[src/rtl/qps_pkg.sv]
// Package: shared types and constants for the four-phase sequencer.
// Assumes nothing beyond IEEE 1800-2017 packages.
package qps_pkg;
    localparam int NUM_PHASES = 4;
    localparam int PH_W       = $clog2(NUM_PHASES);

    typedef enum logic [PH_W-1:0] {
        PH_Q1 = 2'd0,
        PH_Q2 = 2'd1,
        PH_Q3 = 2'd2,
        PH_Q4 = 2'd3
    } phase_e;
endpackage

[src/rtl/qps_phase_gen.sv]
// Module: qps_phase_gen
// Divides the input clock into four one-hot phase enables and a clock-out
// at one quarter rate. Assumes a synchronous active-low reset that parks
// the sequence at Q1; all outputs are registered.
module qps_phase_gen
    import qps_pkg::*;
(
    input  logic                  clk,
    input  logic                  rst_n,
    output logic [NUM_PHASES-1:0] phase_o,
    output logic                  clk_out_o
);
    phase_e cur_q;
    phase_e nxt;

    // Next phase in the fixed rotation.
    always_comb nxt = phase_e'(cur_q + 1'b1);

    // Phase counter.
    always_ff @(posedge clk) begin
        if (!rst_n) cur_q <= PH_Q1;
        else        cur_q <= nxt;
    end

    // Registered one-hot decode, one flop per phase.
    for (genvar i = 0; i < NUM_PHASES; i++) begin : g_ph
        always_ff @(posedge clk) begin
            if (!rst_n) phase_o[i] <= (i == 0);
            else        phase_o[i] <= (nxt == phase_e'(i));
        end
    end

    // Clock-out: high for the first half of the instruction cycle.
    always_ff @(posedge clk) begin
        if (!rst_n) clk_out_o <= 1'b1;
        else        clk_out_o <= (nxt == PH_Q1) || (nxt == PH_Q2);
    end

    p_reset_q1_r1: assert property (@(posedge clk)
        !rst_n |=> phase_o == 4'b0001);
    p_one_phase_r2: assert property (@(posedge clk) disable iff (!rst_n)
        $countones(phase_o) == 1);
    p_rotate_r2: assert property (@(posedge clk) disable iff (!rst_n)
        phase_o[3] |=> phase_o[0]);
    p_clkout_r3: assert property (@(posedge clk) disable iff (!rst_n)
        clk_out_o == (phase_o[0] || phase_o[1]));
endmodule

[src/rtl/qps_pc.sv]
// Module: qps_pc
// Fetch address counter. Advances by PC_STEP at the edge that closes Q4
// so the new address is visible in Q1; flags that Q1 with pc_inc_o.
// Assumes enter_q1_i is the Q4 enable and at_q1_i the Q1 enable.
module qps_pc #(
    parameter int          PC_W     = 21,
    parameter int          PC_STEP  = 2,
    parameter logic [PC_W-1:0] RESET_PC = '0
) (
    input  logic            clk,
    input  logic            rst_n,
    input  logic            enter_q1_i,
    input  logic            at_q1_i,
    output logic [PC_W-1:0] fetch_addr_o,
    output logic            pc_inc_o
);
    localparam logic [PC_W-1:0] STEP = PC_W'(PC_STEP);

    logic started_q;

    // Address counter, wraps modulo 2^PC_W.
    always_ff @(posedge clk) begin
        if (!rst_n)          fetch_addr_o <= RESET_PC;
        else if (enter_q1_i) fetch_addr_o <= fetch_addr_o + STEP;
    end

    // Marks that at least one instruction cycle has completed.
    always_ff @(posedge clk) begin
        if (!rst_n)          started_q <= 1'b0;
        else if (enter_q1_i) started_q <= 1'b1;
    end

    // Increment strobe in each Q1 that follows an advance.
    always_comb pc_inc_o = at_q1_i && started_q;

    p_step_r4: assert property (@(posedge clk) disable iff (!rst_n)
        pc_inc_o |-> fetch_addr_o == $past(fetch_addr_o) + STEP);
    p_hold_r4: assert property (@(posedge clk) disable iff (!rst_n)
        !enter_q1_i |=> $stable(fetch_addr_o));
    p_reset_r8: assert property (@(posedge clk)
        !rst_n |=> !pc_inc_o && fetch_addr_o == RESET_PC);
endmodule

[src/rtl/qps_ir.sv]
// Module: qps_ir
// Instruction register and its address. Loads at the edge that closes Q4,
// substituting NOP_WORD when flush_i is high at that edge. Assumes ld_i is
// the Q4 enable; flush_i in other phases is ignored.
module qps_ir #(
    parameter int                PC_W     = 21,
    parameter int                INSN_W   = 16,
    parameter logic [INSN_W-1:0] NOP_WORD = '0,
    parameter logic [PC_W-1:0]   RESET_PC = '0
) (
    input  logic              clk,
    input  logic              rst_n,
    input  logic              ld_i,
    input  logic              flush_i,
    input  logic [INSN_W-1:0] word_i,
    input  logic [PC_W-1:0]   addr_i,
    output logic [INSN_W-1:0] ir_o,
    output logic [PC_W-1:0]   exec_addr_o
);
    // Instruction word capture with flush substitution.
    always_ff @(posedge clk) begin
        if (!rst_n)    ir_o <= NOP_WORD;
        else if (ld_i) ir_o <= flush_i ? NOP_WORD : word_i;
    end

    // Address of the captured word.
    always_ff @(posedge clk) begin
        if (!rst_n)    exec_addr_o <= RESET_PC;
        else if (ld_i) exec_addr_o <= addr_i;
    end

    p_flush_r6: assert property (@(posedge clk) disable iff (!rst_n)
        ld_i && flush_i |=> ir_o == NOP_WORD);
    p_load_r5: assert property (@(posedge clk) disable iff (!rst_n)
        ld_i && !flush_i |=> ir_o == $past(word_i));
    p_hold_r7: assert property (@(posedge clk) disable iff (!rst_n)
        !ld_i |=> $stable(ir_o) && $stable(exec_addr_o));
endmodule

[src/rtl/quad_phase_seq.sv]
// Module: quad_phase_seq (top)
// Four-phase instruction cycle sequencer for a two-stage fetch/execute
// pipeline. Assumes program memory returns fetch_word combinationally
// for fetch_addr within the Q1..Q4 window, and that flush comes from the
// execution datapath in the same clock domain.
module quad_phase_seq #(
    parameter int                PC_W     = 21,
    parameter int                INSN_W   = 16,
    parameter int                PC_STEP  = 2,
    parameter logic [INSN_W-1:0] NOP_WORD = '0,
    parameter logic [PC_W-1:0]   RESET_PC = '0
) (
    input  logic              clk,
    input  logic              rst_n,
    input  logic              flush,
    input  logic [INSN_W-1:0] fetch_word,
    output logic [3:0]        phase,
    output logic              clk_out,
    output logic              pc_inc,
    output logic              ir_load,
    output logic [PC_W-1:0]   fetch_addr,
    output logic [INSN_W-1:0] ir,
    output logic [PC_W-1:0]   exec_addr
);
    import qps_pkg::*;

    logic [NUM_PHASES-1:0] ph;

    qps_phase_gen u_ph (
        .clk       (clk),
        .rst_n     (rst_n),
        .phase_o   (ph),
        .clk_out_o (clk_out)
    );

    qps_pc #(.PC_W(PC_W), .PC_STEP(PC_STEP), .RESET_PC(RESET_PC)) u_pc (
        .clk          (clk),
        .rst_n        (rst_n),
        .enter_q1_i   (ph[PH_Q4]),
        .at_q1_i      (ph[PH_Q1]),
        .fetch_addr_o (fetch_addr),
        .pc_inc_o     (pc_inc)
    );

    qps_ir #(.PC_W(PC_W), .INSN_W(INSN_W), .NOP_WORD(NOP_WORD),
             .RESET_PC(RESET_PC)) u_ir (
        .clk         (clk),
        .rst_n       (rst_n),
        .ld_i        (ph[PH_Q4]),
        .flush_i     (flush),
        .word_i      (fetch_word),
        .addr_i      (fetch_addr),
        .ir_o        (ir),
        .exec_addr_o (exec_addr)
    );

    // Phase and latch strobes to the pins.
    always_comb begin
        phase   = ph;
        ir_load = ph[PH_Q4];
    end

    p_exec_lag_r5: assert property (@(posedge clk) disable iff (!rst_n)
        pc_inc |-> exec_addr + PC_W'(PC_STEP) == fetch_addr);
endmodule

[config.mk]
export PLATFORM = sky130hd
export DESIGN_NAME = quad_phase_seq
export DESIGN_NICKNAME = d
export VERILOG_FILES = /design/src/rtl/qps_pkg.sv /design/src/rtl/qps_phase_gen.sv /design/src/rtl/qps_pc.sv /design/src/rtl/qps_ir.sv /design/src/rtl/quad_phase_seq.sv
export SDC_FILE = /design/constraint.sdc
export NUM_CORES = 1
export LEC_CHECK = 0
export BUFFER_PORTS_ARGS = -buffer_cell sky130_fd_sc_hd__buf_4
export CAP_MARGIN = 30
export CORE_MARGIN = 1
export CORE_UTILIZATION = 50
export DETAILED_ROUTE_END_ITERATION = 12
export PLACE_DENSITY = 0.79
export SLEW_MARGIN = 20
export SYNTH_ARGS = -nofsm -noshare
export SYNTH_HDL_FRONTEND = slang
export SYNTH_HIERARCHICAL = 1
export SYNTH_SLANG_ARGS = --single-unit
[constraint.sdc]
create_clock -name clk -period 3.25 [get_ports clk]
set_clock_uncertainty 0.15 [all_clocks]
set_input_delay 0.4875 -clock clk [delete_from_list [all_inputs] [get_ports clk]]
set_output_delay 0.4875 -clock clk [all_outputs]
set_load 0.03 [all_outputs]
## Word level (Yosys, flattened, before mapping)

Index checks and enable logic that the tools add are counted.

- Add/sub/neg operators: 2
- Equality and inequality tests: 3
- Reduce and logical (&&, ||, !) cells: 3
- Mux-type cells: 1

Operator list:

| operator | number |
|---|---|
| $add 21x2->21 const B | 1 |
| $mux 16 | 1 |
| $eq 2x2->1 const B | 2 |
| $add 2x1->2 const B | 1 |
| $eq 2x1->1 const B | 1 |
| $logic_not 2->1 | 1 |
| $logic_and 1x1->1 | 1 |
| $logic_or 1x1->1 | 1 |

- Bits of input ports: 19
- Register bits after elaboration: 66

## Logic depth before layout (Yosys ltp)

Gate-level depths: netlist of the first run.

- Word-level depth: 3
- Gate-level depth with buffers: 5
- Mapped depth without buffers: 5

## Modules after synthesis

The synthesis of the first run kept the hierarchy.

By module, submodules not included:

| module | seq. area each (µm²) | times used | cells each | area each (µm²) |
|---|---|---|---|---|
| qps_ir | 740.7 | 1 | 139 | 1420.1 |
| qps_pc | 420.4 | 1 | 110 | 950.9 |
| qps_phase_gen | 140.1 | 1 | 20 | 242.7 |
| quad_phase_seq | 0.0 | 1 | 1 | 7.5 |

## Worst setup path before layout of the first run

No wires, ideal clock.

- Path type: register to register
- From: reg u_pc.fetch_addr_o[1]
- To: reg u_pc.fetch_addr_o[15]
- Period minus slack after synthesis: 1959 ps
- Setup slack: 1291 ps
- Required time: 3030 ps
- Arrival time: 1739 ps
- Cell stages (with the launch flop): 6
- Path buffers: 0
- Cells stage by stage: dfxtp_1 > ha_1 > and4_1 > nand3_1 > or3_1 > a21oi_1

- Cells in the longest elaborated chain, start to end: 1

Ends and longest elaborated chain:

| element | line | RTL |
|---|---|---|
| from (decl) | qps_pc.sv:14 | `output logic [PC_W-1:0] fetch_addr_o,` |
| from (signal assigned) | qps_pc.sv:24 | `else if (enter_q1_i) fetch_addr_o <= fetch_addr_o + STEP;` |
| $add 21x2->21 | qps_pc.sv:24 |  |

Every way passes these cells.
A chain may end at the register's enable or synchronous reset.

## Worst setup path after layout of the first run

- From: reg u_ph.phase_o[3]
- To: out ir_load

RTL lines:

| element | line | RTL |
|---|---|---|
| from (decl) | qps_phase_gen.sv:10 | `output logic [NUM_PHASES-1:0] phase_o,` |
| from (signal, indexed assignment) | qps_phase_gen.sv:28 | `if (!rst_n) phase_o[i] <= (i == 0);` |
| from (signal, indexed assignment) | qps_phase_gen.sv:29 | `else phase_o[i] <= (nxt == phase_e'(i));` |
| to (decl) | quad_phase_seq.sv:20 | `output logic ir_load,` |

No word-level cell between the ends.

==> out/qor.csv, run 1 <==
stage;metric;value;unit
clocking;clk_pin_slew_worst_paths;0.07;ns
hold_path;min_path_type;input port to flip-flop;
global_routing;grt_pass1_wl;9190;um
synth;synth.most_common_cell;dfxtp_1;
place;place_congestion;0.727;
clocking;clock_path_buffers;2;
pwr;seqPwrFrac;48.6;%
critical_path;cp.arrival;1.38;ns
critical_path;crit_required;2.61;ns
critical_path;crit_family;flip-flops;
global_routing;track_usage;21.8;%
pwr;power_frac_comb;6.7;%
synth;synth_area_leaders;dfxtp_1 50%, mux2i_1 8.4%, nor2b_1 5.0%;
clocking;cts-root-buf;clkbuf_8;
routing;ant_nets;0;
synth;synth_fa_ha_area_share;2.39;%
run_status;status;complete, no violations;
critical_path;cp_cell_sequence;buf_4, buf_4;
synth;synth_ff_type;dfxtp_1;
synth;syn_area;0.00262;mm2
timing;timing_worst_slew_pin_value;0.646;ns
run;drv_cap;0;
global_routing;met1_usage;26.1;%
pwr;p_clk_share;44.7;%
timing;min_period;2.02;ns
die;io_pins;84;
clocking;insertion_delay;0.33;ns
routing;via_per_inst;5.05;
routing;firstDrtPassIters;4;
routing;drc_errors;0;
synth;synth-xor-area-share;3.34;%
pwr;power.density;489;mW/mm2
critical_path;max_stage_delay;0.54;ns
critical_path;cp_max_fo;22;
cells_and_area;fillers;396;
die;dieWidth;74.4;um
clocking;postCtsSetupBuffers;0;
die;initial_core_util;53.7;%
timing;slew_headroom;56.9;%
pwr;switching_power;0.354;mW
clocking;hold_buffers;0;
critical_path;path_buf_inv;2;
timing;rsz0062_at_grt;false;
synth;ys_ff_latch;65;
routing;wl;5500;um
timing;finalCritPeriodShare;62.1;%
synth;muxShareOfSynthArea;8.40;%
die;core.rowCount;25;
synth;ys_warn_count;6;
critical_path;cp_slowest_cell;dfxtp_2;
synth;synth-async-reset-ratio;0;%
critical_path;critPathLaunchType;flip-flop;
clocking;cts_tree;done;
cells_and_area;multi_input_area;0.00120;mm2
synth;synth_edf_count;0;
pwr;p_sw_share;20.9;%
clocking;cts_resized;0;
critical_path;crit_path_frequent_cell;buf_4;
pwr;internal_power;1.34;mW
place;dpl.hpwl;3670;um
global_routing;first_global_vias;2085;
synth;synth-simple-area-share;25.2;%
global_routing;top_usage_layer;met2;
synth;synth.distinct_cells;36;
synth;syn_avg_cell_area;9.71;um2
synth;syn-num-nets;294;
timing;finalSetupTns;0;ns
routing;wl_per_cell;13.1;um
timing;fmax;496;MHz
cells_and_area;area_growth;31.9;%
pwr;irDropWorstVdd;402;uV
cells_and_area;drive_above_1_share;28.9;%
synth;synth_top_family_by_area;simple AND/OR/NAND/NOR gates;
synth;yosysSeqAreaShare;49.6;%
cells_and_area;utilization;70.8;%
clocking;cts.sinks;65;
global_routing;grt_antenna_before_repair;0;
synth;synth_top_cell_area_share;49.6;%
timing;hold_viol;0;
synth;synth_compound_area_share;6.40;%
die;coreArea;0.00488;mm2
global_routing;grt_start_max_net_pins;63;
synth;synth_common_cells;65 x dfxtp_1, 23 x nand2_1, 22 x mux2i_1;
cells_and_area;insertedDiodeCount;0;
place;port-buffer-count;82;
critical_path;end_kind;output port;
synth;syn_inst;270;
global_routing;grtUsageMet2;37.1;%
timing;setup_viol;0;
cells_and_area;final_nets;372;
global_routing;globalRouteOverflowTotal;0;
die;dieHeight;74.4;um
clocking;h-tree-depth;3;
die;fp.dieArea;0.00554;mm2
clocking;numCtsBuffers;9;
pwr;p_leak;1.41;nW
critical_path;critPathKind;flip-flop to output port;
routing;drtIter0Drc;95;
synth;yosys.area.top_type;dfxtp_1;
cells_and_area;seq_area;0.00130;mm2
timing;slew_violations;0;
routing;vias;2119;
global_routing;grt_use_met3;4.20;%
layer usage:
layer | part of all wire (%) | wire length (um)
met2 | 48 | 2670
met3 | 3.6 | 198
met1 | 46 | 2540
met5 | 0 | 0
met4 | 1.8 | 99
worst register-to-register path: stages (launching register included):
cell and delay [ns]:
dfxtp_1 0.47, ha_1 0.24, and4_1 0.27, nand3_1 0.22
or3_1 0.41, a21oi_1 0.14
layout make-up:
| cell class | instances | share of cell area, % |
|---|---|---|
| Tap cell | 67 | 2.42 |
| Timing Repair Buffer | 84 | 18.2 |
| Clock buffer | 14 | 4.71 |
| Multi-Input combinational cell | 184 | 34.8 |
| Sequential cell | 65 | 37.7 |
| Clock inverter | 2 | 1.74 |
| Inverter | 4 | 0.434 |
kinds of logic (layout without fill, tap and decap cells):
kind of cell | after synthesis | count (layout)
AOI/OAI and AO/OA | 32 | 32
DFF | 65 | 65
muxes | 22 | 22
other | 1 | 1
buffers and inverters | 21 | 104
and+or+nand+nor | 114 | 114
xor gates and xnor gates | 10 | 10
adders and majority gates | 5 | 5
power by group through the flow:
stage	registers (mW)	clock network, mW	logic, mW
floorplan	0.854	0	0.0580
detailed placement	0.839	0	0.113
global route	0.823	0.800	0.121
finish	0.821	0.755	0.112
global placement	0.838	0	0.112
CTS	0.821	0.768	0.113
worst paths after layout:
check / startpoint / endpoint / slack, ns / cells past startpoint
worst min register to register: u_ir/ir_o[14] / u_ir/ir_o[14] / 0.33 / 2
worst max-delay path: u_ph/phase_o[3] / ir_load / 1.23 / 2
worst max register to register: u_pc/fetch_addr_o[2] / u_pc/fetch_addr_o[15] / 1.30 / 5
worst min-delay path: fetch_word[11] / u_ir/ir_o[11] / 0.26 / 3
sequential cells by signal, indices dropped and copies added, names as in the netlist:
register           flops
u_ir/exec_addr_o      21
u_pc/fetch_addr_o     20
u_ir/ir_o             16
u_ph/phase_o           4
u_ph/cur_q             2
u_pc/started_q         1
u_ph/clk_out_o         1
cells in the final DEF (no fill, tap or decap), drive strengths merged, types with 3 or more instances in the layout:
master / Yosys / final
and3: 5 / 5
nand4: 5 / 5
inv: 4 / 4
o21ai: 21 / 21
xor2: 6 / 6
nor2b: 21 / 21
mux2i: 22 / 22
nand3: 9 / 9
ha: 5 / 5
xnor2: 4 / 4
or4: 3 / 3
nand3b: 16 / 16
and2: 5 / 5
clkbuf: 6 / 14
dfxtp: 65 / 65
nor2: 13 / 13
or3: 6 / 6
buf: 11 / 84
nand2: 23 / 23
a21oi: 8 / 8
stage by stage:
| stage | hold slack (ns) | std cells | area [um2] | setup slack, ns | power, mW |
|---|---|---|---|---|---|
| floorplan | 0.282 | 270 | 2620 | 1.29 | 0.912 |
| global placement | 0.309 | 404 | 3230 | 0.998 | 0.950 |
| detailed placement | 0.312 | 404 | 3230 | 0.947 | 0.952 |
| CTS | 0.253 | 420 | 3460 | 1.22 | 1.70 |
| global route | 0.261 | 420 | 3460 | 1.13 | 1.74 |
| finish | 0.260 | 420 | 3460 | 1.23 | 1.69 |
(Power assumes the default switching activity.)
==> run 2, diff against run 1 <==
- CORE_UTILIZATION: 50 -> 45
- PLACE_DENSITY: 0.79 -> 0.75
- clock period: 3.25 -> 1.7 ns (I/O delays scaled with it)
==> out/qor.csv, run 2 (synthesis results as in run 1) <==
stage;metric;value;unit;change
routing;drtIter0Drc;98;;+3.2%
cells_and_area;largest_reg_flops;21;;unchanged
cells_and_area;final_cell_mix;96 x buf_4, 50 x dfxtp_1, 23 x nand2_1;;
critical_path;worstReg2RegStart;u_pc/fetch_addr_o[8];;
critical_path;path_buf_inv;2;;unchanged
die;core.rowCount;27;;+8.0%
critical_path;rrSetupSlack;0.11;ns;-1.19 ns
place;dpl.hpwl;3930;um;+7.0%
die;dieWidth;78.3;um;+5.3%
clocking;cts-root-buf;clkbuf_8;;
critical_path;crit_path_start;u_ph/phase_o[3];;
clocking;clk_pin_slew_worst_paths;0.06;ns;about the same
die;initial_core_util;47.0;%;-6.7 points
global_routing;grt_pass1_wl;9680;um;+5.3%
critical_path;critPathKind;flip-flop to output port;;
critical_path;end_kind;output port;;
global_routing;first_global_vias;2010;;-3.6%
pwr;irDropWorstVdd;614;uV;+53%
timing;fin_hold_ws;0.0281;ns;-0.232 ns
hold_path;min_path_type;input port to flip-flop;;
hold_path;min_from;fetch_word[5];;
critical_path;cp_max_fo;35;;+59%
cells_and_area;drive_above_1_share;36.4;%;+7.5 points
cells_and_area;insertedDiodeCount;0;;unchanged
cells_and_area;largest_register;u_ir/exec_addr_o;;
timing;finalCritPeriodShare;93.8;%;
die;fp.dieArea;0.00613;mm2;+11%
pwr;power.density;812;mW/mm2;+66%
die;coreArea;0.00557;mm2;+14%
run;drv_cap;0;;unchanged
clocking;cts_tree;done;;
routing;drc_errors;0;;unchanged
routing;firstDrtPassIters;4;;unchanged
clocking;clock_path_buffers;2;;unchanged
routing;vias;2170;;+2.4%
cells_and_area;utilization;64.2;%;-6.6 points
pwr;p_leak;1.47;nW;+3.9%
global_routing;grt_start_max_net_pins;44;;-30%
routing;ant_nets;0;;unchanged
global_routing;grt_antenna_before_repair;0;;unchanged
die;io_pins;84;;unchanged
critical_path;crit_family;buffers and inverters;;
run_status;status;complete, no violations;;
routing;via_per_inst;4.97;;-1.6%
critical_path;cp_cell_sequence;buf_6, buf_4;;
global_routing;globalRouteOverflowTotal;0;;unchanged
clocking;insertion_delay;0.33;ns;about the same
timing;hold_viol;0;;unchanged
critical_path;crit_required;1.29;ns;-1.32 ns
cells_and_area;fillers;487;;+23%
clocking;h-tree-depth;3;;unchanged
timing;setup_viol;0;;unchanged
timing;rsz0062_at_grt;false;;
routing;wl_per_cell;13.3;um;+1.7%
pwr;power;2.91;mW;+72%
critical_path;max_stage_delay;0.37;ns;-0.17 ns
clocking;cts.sinks;65;;unchanged
critical_path;cp_slowest_cell;dfxtp_4;;
place;port-buffer-count;82;;unchanged
place;place_congestion;0.729;;+0.28%
critical_path;cp.arrival;1.19;ns;-0.19 ns
cells_and_area;area_growth;36.6;%;
routing;wl;5820;um;+5.8%
cells_and_area;reg_top3;u_ir/exec_addr_o: 21 flops, u_pc/fetch_addr_o: 20 flops, u_ir/ir_o: 16 flops;;
global_routing;track_usage;20.5;%;-1.3 points
cells_and_area;final_nets;386;;+3.8%
timing;slew_violations;0;;unchanged
clocking;numCtsBuffers;9;;unchanged
timing;min_period;1.60;ns;
timing;fmax;627;MHz;
cells_and_area;final_common_cell;buf_4;;
critical_path;critPathLaunchType;flip-flop;;
timing;finalSetupTns;0;ns;unchanged
die;dieHeight;78.3;um;+5.3%
-- run 2: cell types whose count changed in the layout (fill, tap and decap cells not counted), sizes merged --
cell    before  now
bufinv       2    0
buf         84   98
-- run 2: metal layers --
| layer | vias up | track usage (%) | routed length [um] |
|---|---|---|---|
| li1 | 1098 | - | - |
| met1 | 1003 | 26.8 | 2760 |
| met2 | 59 | 31.3 | 2650 |
| met3 | 10 | 6.05 | 290 |
| met4 | 0 | 8.89 | 119 |
| met5 | - | 0 | 0 |
-- run 2: final timing paths --
kind,to,depth (start not counted)
worst max-delay path,phase[3],2
worst min-delay path,u_ir/ir_o[5],3
worst max register to register,u_pc/fetch_addr_o[20],4
worst min register to register,u_pc/started_q,2
-- run 2: cell type report --
class / count / area (um2) / area share (%)
sequential: 65 / 1330 / 37.1
tap: 72 / 90.1 / 2.52
inverter: 4 / 15.0 / 0.419
timing repair buffer: 98 / 752 / 21.0
clock buffer: 14 / 163 / 4.54
multi-input combinational: 184 / 1230 / 34.5
-- run 2: through the flow --
stage / cells / setup slack (ns) / area (um2)
2_1_floorplan: 270 / 0.00650 / 2660
3_3_place_gp: 422 / 0.0921 / 3380
3_5_place_dp: 422 / 0.0162 / 3380
4_1_cts: 436 / 0.0180 / 3550
5_1_grt: 437 / 0.0194 / 3580
6_report: 437 / 0.105 / 3580
-- run 2: worst register-to-register path: stages, from the launching register on --
cell     delay (ns)
dfxtp_2        0.37
and3_2         0.27
nand3_4        0.11
or4_1          0.47
a21oi_1        0.14
-- run 2: repair_timing --
item                                    CTS  global route
gates resized for setup                   1             6
pin swaps                                 1             0
buffers inserted                          0             1
endpoints found under the setup margin    3             4
endpoints found under the hold margin     0             0
hold buffers                              0             0
cloned                                    0             0
-- run 2: report_power, final --
| part | switching, mW | total, mW | internal (mW) |
|---|---|---|---|
| Combinational | 0.130 | 0.237 | 0.107 |
| Sequential | 0.0147 | 1.56 | 1.55 |
| Clock | 0.515 | 1.11 | 0.595 |
| Total | 0.659 | 2.91 | 2.25 |
==> run 3, diff against run 2 <==
- CTS_BUF_LIST: unset -> sky130_fd_sc_hd__clkbuf_8 sky130_fd_sc_hd__clkbuf_16
- SLEW_MARGIN: 20 -> unset
==> out/qor.csv, run 3 (synthesis results as in run 1) <==
stage;metric;value;unit;change
clocking;hold_buffers;0;;unchanged
critical_path;r2r-end;u_pc/fetch_addr_o[20];;
die;dieHeight;78.3;um;unchanged
critical_path;crit_family;buffers and inverters;;
critical_path;cp.arrival;1.19;ns;about the same
clocking;insertion_delay;0.32;ns;about the same
timing;min_period;1.59;ns;-0.00533 ns
timing;rsz0062_at_grt;false;;
clocking;clk_pin_slew_worst_paths;0.06;ns;about the same
routing;top_layer;met4;;
cells_and_area;final_nets;386;;unchanged
global_routing;track_usage;20.5;%;unchanged
timing;fin_hold_ws;0.0329;ns;+0.00487 ns
timing;setup_viol;0;;unchanged
die;coreArea;0.00557;mm2;unchanged
cells_and_area;largest_reg_flops;21;;unchanged
timing;finalSetupTns;0;ns;unchanged
cells_and_area;area_growth;36.6;%;unchanged
die;core.rowCount;27;;unchanged
cells_and_area;final_cell_mix;96 x buf_4, 50 x dfxtp_1, 23 x nand2_1;;
timing;hold_viol;0;;unchanged
place;dpl.hpwl;3930;um;unchanged
clocking;cts-root-buf;clkbuf_8;;
timing;fmax;629;MHz;+0.34%
run_status;status;complete, no violations;;
die;fp.dieArea;0.00613;mm2;unchanged
hold_path;min_path_type;input port to flip-flop;;
clocking;h-tree-depth;3;;unchanged
die;initial_core_util;47.0;%;unchanged
place;port-buffer-count;82;;unchanged
critical_path;cp_cell_sequence;buf_6, buf_4;;
hold_path;hold_path_depth;3;;unchanged
clocking;clock_path_buffers;2;;unchanged
clocking;cts.sinks;65;;unchanged
critical_path;cp_max_fo;35;;unchanged
global_routing;grt_start_max_net_pins;44;;unchanged
pwr;p_leak;1.48;nW;+0.85%
routing;drc_errors;0;;unchanged
hold_path;min_from;fetch_word[5];;
cells_and_area;final_common_cell;buf_4;;
clocking;cts_tree;done;;
cells_and_area;largest_register;u_ir/exec_addr_o;;
timing;finalCritPeriodShare;93.5;%;-0.31 points
cells_and_area;drive_above_1_share;36.4;%;unchanged
routing;drtIter0Drc;101;;+3.1%
cells_and_area;insertedDiodeCount;0;;unchanged
pwr;power.density;806;mW/mm2;-0.75%
critical_path;critPathLaunchType;flip-flop;;
critical_path;max_stage_delay;0.37;ns;about the same
global_routing;first_global_vias;2010;;unchanged
timing;slew_violations;0;;unchanged
global_routing;grt_antenna_before_repair;0;;unchanged
clocking;numCtsBuffers;9;;unchanged
critical_path;rrSetupSlack;0.11;ns;about the same
routing;via_per_inst;4.94;;-0.51%
routing;wl_per_cell;13.4;um;+0.57%
critical_path;crit_required;1.29;ns;about the same
critical_path;rr_worst_depth;4;;unchanged
critical_path;critPathKind;flip-flop to output port;;
routing;met1Wirelength;2790;um;+1.1%
cells_and_area;utilization;64.2;%;unchanged
critical_path;path_buf_inv;2;;unchanged
routing;ant_nets;0;;unchanged
cells_and_area;reg_top3;u_ir/exec_addr_o: 21 flops, u_pc/fetch_addr_o: 20 flops, u_ir/ir_o: 16 flops;;
routing;firstDrtPassIters;4;;unchanged
routing;met2_length;2700;um;+1.9%
critical_path;worstReg2RegStart;u_pc/fetch_addr_o[8];;
pwr;irDropWorstVdd;604;uV;-1.6%
run;drv_cap;0;;unchanged
routing;vias;2159;;-0.51%
die;io_pins;84;;unchanged
routing;met3_wirelength;282;um;-2.8%
global_routing;globalRouteOverflowTotal;0;;unchanged
hold_path;whs_endpoint;u_ir/ir_o[5];;
place;place_congestion;0.729;;unchanged
die;dieWidth;78.3;um;unchanged
critical_path;end_kind;output port;;
global_routing;grt_pass1_wl;9680;um;unchanged
routing;wl;5850;um;+0.57%
critical_path;cp_slowest_cell;dfxtp_4;;
-- run 3: changes by cell type in the layout (fill, tap and decap cells not counted), sizes merged --
cell	before	now
clkbuf	14	11
inv	4	7
-- run 3: worst max path at each step --
stage                          start               endpoint  cells after the start
2_1_floorplan        u_ph/phase_o[3]  u_pc/fetch_addr_o[20]                      5
3_3_place_gp    u_pc/fetch_addr_o[2]  u_pc/fetch_addr_o[19]                      5
3_5_place_dp    u_pc/fetch_addr_o[2]  u_pc/fetch_addr_o[15]                      5
4_1_cts         u_pc/fetch_addr_o[2]  u_pc/fetch_addr_o[15]                      5
5_1_grt        u_pc/fetch_addr_o[17]  u_pc/fetch_addr_o[20]                      4
6_report             u_ph/phase_o[3]               phase[3]                      2
-- run 3: layer usage --
metal / GRT usage (%) / up-vias
met3: 6.05 / 6
met4: 8.89 / 0
li1: - / 1099
met1: 26.8 / 999
met5: 0 / -
met2: 31.3 / 55
-- run 3: final cells by class --
| cell class | count | area, um2 |
|---|---|---|
| clock buffer | 11 | 151 |
| clock inverter | 3 | 11.3 |
| fill | 487 | 1990 |
| inverter | 4 | 15.0 |
| multi-input combinational | 184 | 1230 |
| sequential | 65 | 1330 |
| tap | 72 | 90.1 |
| timing repair buffer | 98 | 752 |
-- run 3: through the flow --
stage / setup WS [ns] / cells / total power [mW] / cell area, um2
final: 0.110 / 437 / 2.89 / 3580
after CTS: 0.0176 / 436 / 2.93 / 3550
after global placement: 0.0921 / 422 / 1.83 / 3380
after detailed placement: 0.0162 / 422 / 1.83 / 3380
after floorplan: 0.00650 / 270 / 1.74 / 2660
after global routing: 0.0192 / 437 / 3.02 / 3580
-- run 3: what timing repair did --
item | CTS | global route
buffers inserted | 0 | 1
setup endpoints to repair | 3 | 4
gates resized for setup | 1 | 6
pin swaps | 1 | 0
-- run 3: worst min-delay path: stages --
cell and delay (ns):
buf_4 0.11, nand2_1 0.04, o21ai_0 0.05
-- run 3: power breakdown --
part / total (mW) / switching (mW) / internal (mW)
Combinational: 0.237 / 0.130 / 0.107
Clock: 1.09 / 0.511 / 0.577
Sequential: 1.56 / 0.0147 / 1.55
